`config.mk`:
```
export PLATFORM = sky130hd
export DESIGN_NAME = spi_reg_seq
export DESIGN_NICKNAME = d
export VERILOG_FILES = /design/src/rtl/spi_reg_seq.sv
export SDC_FILE = /design/constraint.sdc
export NUM_CORES = 1
export LEC_CHECK = 0
export BUFFER_PORTS_ARGS = -buffer_cell sky130_fd_sc_hd__buf_4
export CORE_MARGIN = 4
export CORE_UTILIZATION = 47
export DETAILED_ROUTE_END_ITERATION = 8
export PLACE_DENSITY_LB_ADDON = 0.2
export SKIP_LAST_GASP = 1
export SLEW_MARGIN = 40
export SYNTH_ARGS = -nofsm -noshare
export SYNTH_HDL_FRONTEND = slang
export SYNTH_SLANG_ARGS = --single-unit
export TNS_END_PERCENT = 1
```
`constraint.sdc`:
```
create_clock -name clk -period 2.4 [get_ports clk]
set_clock_uncertainty 0.2 [all_clocks]
set_input_delay 0 -clock clk [delete_from_list [all_inputs] [get_ports clk]]
set_output_delay 0 -clock clk [all_outputs]
set_load 0.005 [all_outputs]
```
`src/rtl/spi_reg_seq.sv`:
```
module spi_reg_seq #(
  parameter int TURN_GAP = 5,
  parameter int DIVW     = 4
) (
  input  logic                clk,
  input  logic                rst_n,
  input  logic                start,
  input  logic [31:0]         req,
  input  logic [119:0]        addr_in,
  input  logic [119:0]        wr_in,
  input  logic [15:0]         bank_ok,
  input  logic [DIVW-1:0]     clk_div,
  input  logic                reg_in,
  input  logic                sdi,
  output logic                cs_n,
  output logic                sck,
  output logic                sdo,
  output logic                sdo_oe,
  output logic                done,
  output logic                err,
  output logic [63:0]         result
);
  localparam int GW = $clog2(TURN_GAP + 1);

  typedef enum logic [2:0] {IDLE, TX, GAP, RX, TAIL} st_t;
  st_t st;

  logic [DIVW-1:0] div_q, ph;
  logic [7:0]      left, wr_left, rx_bits;
  logic [GW-1:0]   gcnt;
  logic [127:0]    sr;
  logic            sdi_q, samp_d, reg_q;

  wire [3:0] bank = req[3:0];
  wire [7:0] cmd  = req[11:4];
  wire [3:0] na   = req[15:12];
  wire [3:0] nw   = req[19:16];
  wire [3:0] nr   = req[23:20];
  wire       wfl  = req[24];

  wire [3:0]      rd_cnt  = (nr > 4'd8) ? 4'd8 : nr;
  wire [7:0]      rx_init = wfl ? 8'd0 : {1'b0, rd_cnt, 3'b000};
  wire [DIVW-1:0] div_eff = (clk_div < DIVW'(2)) ? DIVW'(2) : clk_div;
  wire [DIVW-1:0] half    = div_q >> 1;
  wire            bit_end = (ph == div_q - DIVW'(1));

  assign cs_n   = (st == IDLE);
  assign sck    = (st == TX || st == RX) && (ph >= half);
  assign sdo    = (st == TX) && sr[127];
  assign sdo_oe = (st == TX);

  wire samp_p = (st == RX) && (ph == half);
  wire cap    = reg_q ? samp_d : samp_p;
  wire cbit   = reg_q ? sdi_q : sdi;

  always_ff @(posedge clk or negedge rst_n) begin
    if (!rst_n) begin
      st <= IDLE; div_q <= DIVW'(2); ph <= '0; left <= '0; wr_left <= '0;
      rx_bits <= '0; gcnt <= '0; sr <= '0; sdi_q <= 1'b0; samp_d <= 1'b0;
      reg_q <= 1'b0; done <= 1'b0; err <= 1'b0; result <= '0;
    end else begin
      done   <= 1'b0;
      err    <= 1'b0;
      sdi_q  <= sdi;
      samp_d <= samp_p;
      if (cap) result <= {result[62:0], cbit};
      case (st)
        IDLE: if (start) begin
          result <= '0;
          if (!bank_ok[bank]) begin
            done <= 1'b1;
            err  <= 1'b1;
          end else begin
            st      <= TX;
            ph      <= '0;
            div_q   <= div_eff;
            reg_q   <= reg_in;
            sr      <= {cmd, addr_in};
            left    <= 8'd8 + {1'b0, na, 3'b000};
            wr_left <= {1'b0, nw, 3'b000};
            rx_bits <= rx_init;
          end
        end
        TX: if (bit_end) begin
          ph <= '0;
          if (left > 8'd1) begin
            left <= left - 8'd1;
            sr   <= {sr[126:0], 1'b0};
          end else if (wr_left != 8'd0) begin
            left    <= wr_left;
            wr_left <= 8'd0;
            sr      <= {wr_in, 8'h00};
          end else if (rx_bits != 8'd0) begin
            st   <= GAP;
            gcnt <= '0;
          end else begin
            st <= TAIL;
          end
        end else begin
          ph <= ph + DIVW'(1);
        end
        GAP: if (gcnt == GW'(TURN_GAP - 1)) begin
          st   <= RX;
          ph   <= '0;
          left <= rx_bits;
        end else begin
          gcnt <= gcnt + GW'(1);
        end
        RX: if (bit_end) begin
          ph <= '0;
          if (left > 8'd1) left <= left - 8'd1;
          else             st   <= TAIL;
        end else begin
          ph <= ph + DIVW'(1);
        end
        TAIL: begin
          st   <= IDLE;
          done <= 1'b1;
        end
        default: st <= IDLE;
      endcase
    end
  end
endmodule

```
==> flow_metrics.tcl <==
set metrics [dict create \
    drive_gt1_frac 0.3189 \
    rows 59 \
    synthToLayoutAreaGrowth_pct 59.92 \
    required_ns 2.61 \
    rsz0062_at_grt "yes" \
    grt_pass1_vias 14000 \
    clkLatencyLatePin_ns 0.53 \
    multi_input_area_sq_um 6177 \
    clk_pin_slew_worst_paths_ns 0.06 \
    grt-ovfl-total 0 \
    start_util 0.4760 \
    chipHeight_microns 170.2 \
    fillers 1639 \
    holdPathStages 3 \
    clock_path_buffers 3 \
    min_period_ns 2.552 \
    hold_viol 0 \
    finalMaxSlewViolations 0 \
    p_per_area_nw_per_um2 1091 \
    syn_nets 1675 \
    gr-usage-all-layers 0.2998 \
    drc 0 \
    relSlewSlack 0.4784 \
    ios 367 \
    antenna_found_initial 1 \
    synthesis.area_sq_um 12370 \
    avgRoutedWirePerCell_microns 19.39 \
    r2r_slack_ns -0.15 \
    setup_slack_ns -0.1520 \
    wirelength_mm 46.07 \
    reg2reg_to "sr[116]" \
    yosysSeqAreaShare 0.4594 \
    vias 13560 \
    whs_ns 0.07487 \
    async_flop_share 1.000 \
    synth_cell_type_count 59 \
    viasPerCell 5.706 \
    ys.flop_type "dfrtp_1" \
    path_class "reg -> reg" \
    run_status "finished, violations left" \
    hold_class "in -> reg" \
    violations "negative setup slack" \
    r2r.worst_path.cells 6 \
    drv_cap 0 \
    rr_startpoint "left[5]" \
    clockRootBuffer "clkbuf_16" \
    seqCellArea_sq_um 5682 \
    cts-htree-levels 1 \
    ys_warn_count 0 \
    design_power_total_uw 21570 \
    min_to "reg_q" \
    nNetsFinal 2322 \
    die-area_sq_um 28970 \
    ir_drop_uv 630.0 \
    cp.arrival_ns 2.76 \
    synth_edf_count 0 \
    start_kind "register" \
    tightest_slew_ns 0.7824 \
    post-place-ws_ns -0.2563 \
    grt_max_degree 98 \
    cts_sinks 227 \
    core_area_sq_um 25980 \
    setup_violations 134 \
    syn_inst 1368 \
    finalCritPeriodShare 1.063 \
    cp_max_fo 60 \
    cts_tree "done" \
    detail-route-antenna-nets 0 \
    routabilityCongestion 0.9287 \
    dieWidth_microns 170.2 \
    portBuffers 359 \
    leakage_uw 0.009538 \
    drt_first_pass_iters 6 \
    numCtsBuffers 26 \
    min_from "reg_in" \
    worstSetupEndpointType "register" \
    syn-mean-instance-area_sq_um 9.041 \
    grt_pass1_wl_mm 71.27 \
    setup_tns_ns -7.755 \
    hpwlAfterDp_mm 25.17 \
    drt_iter0_drc 1359 \
    ys_ff_latch 227 \
    fmax_mhz 391.8 \
]
## metal layers
layer	GRT usage	wire length, microns	part of all wire
met1	0.3659	17240	0.37
met2	0.5244	23240	0.50
met3	0.04762	3314	0.072
met5	0	0	0
met4	0.1330	2272	0.049
## final cells by class
type,count,area share
antenna,6,0.0007591
clock buffer,40,0.04118
clock inverter,8,0.005820
inverter,21,0.004365
multi-input combinational,1011,0.3123
sequential,227,0.2873
tap,335,0.02119
timing repair buffer,728,0.3271
## worst max path at each step
| stage | start | endpoint | cells past startpoint |
|---|---|---|---|
| CTS | div_q[1] | sr[8] | 11 |
| global route | left[5] | sr[116] | 6 |
| detailed placement | div_q[1] | sr[41] | 10 |
| floorplan | left[4] | sr[61] | 9 |
| global placement | div_q[1] | sr[38] | 10 |
| finish | left[5] | sr[116] | 6 |
## Yosys cell counts, types with 14 or more instances
cell      number  area share
nor2_1        25      0.0076
clkbuf_1      68       0.021
inv_1         20      0.0061
mux2_4        30       0.036
nand2_1      274       0.083
nand3_1      372        0.15
mux2i_1       14       0.011
mux2_2       105       0.096
dfrtp_1      226        0.46
buf_1         19      0.0058
a21oi_1       72       0.029
o21ai_0       15      0.0061
## sequential cells by signal, indices dropped and copies added (netlist names)
name	flops
gcnt	3
done	1
samp_d	1
reg_q	1
sr	128
rx_bits	4
left	8
st	3
div_q	4
ph	4
result	64
sdi_q	1
wr_left	4
err	1
## worst max-delay path, stage by stage, from the launching register on
cell     delay, ns
dfrtp_1       0.38
or4_4         0.56
or3_4         0.44
buf_12        0.21
nand3_1       0.22
nand3_1       0.12
mux2_2        0.28
## repair_timing
item                                    4_1_cts  5_1_grt
cloned                                        1        1
setup buffers                                 3        3
pin swaps                                     4        2
endpoints found under the hold margin       440        0
hold buffers                                283        0
gates resized for setup                      16        4
endpoints found under the setup margin      137      170
## cells by family after synthesis
family          after synthesis  synth area share
fa+ha+maj                    10           0.01012
flops                       227            0.4594
xor+xnor                     10          0.008296
simple gates                710            0.2622
compound gates              131           0.06525
buf+inv                     130           0.04957
mux                         150            0.1452
## per-stage QoR
step / instance area [sq um] / instances / utilization
4_1_cts: 19720 / 2367 / 0.7590
2_1_floorplan: 12430 / 1368 / -
5_1_grt: 19770 / 2371 / 0.7607
6_report: 19780 / 2376 / 0.7612
3_3_place_gp: 15810 / 2032 / 0.6085
3_5_place_dp: 15820 / 2032 / 0.6087
## report_power, final
part	leakage (uW)	total, uW	switching (uW)	internal, uW
combinational	0.00609	11100	5440	5670
clock	0.000464	4250	1610	2650
sequential	0.00299	6210	967	5250
total	0.00954	21600	8020	13600
## layout by cell type (no fill, tap or decap), types with 6 or more instances in the layout
master and instances:
dlygate4sd3_1 282, nor2_1 25, buf_6 7, diode_2 6, inv_1 19, dfrtp_1 226
nand3_1 371, buf_12 16, nor3_1 7, mux2_2 104, nand2_1 273, o211ai_1 6
clkbuf_8 9, buf_4 418, ha_1 9, mux2i_1 13, o21ai_0 15, a21oi_1 71
mux2_4 31, clkbuf_16 28
(Power assumes the default switching activity.)
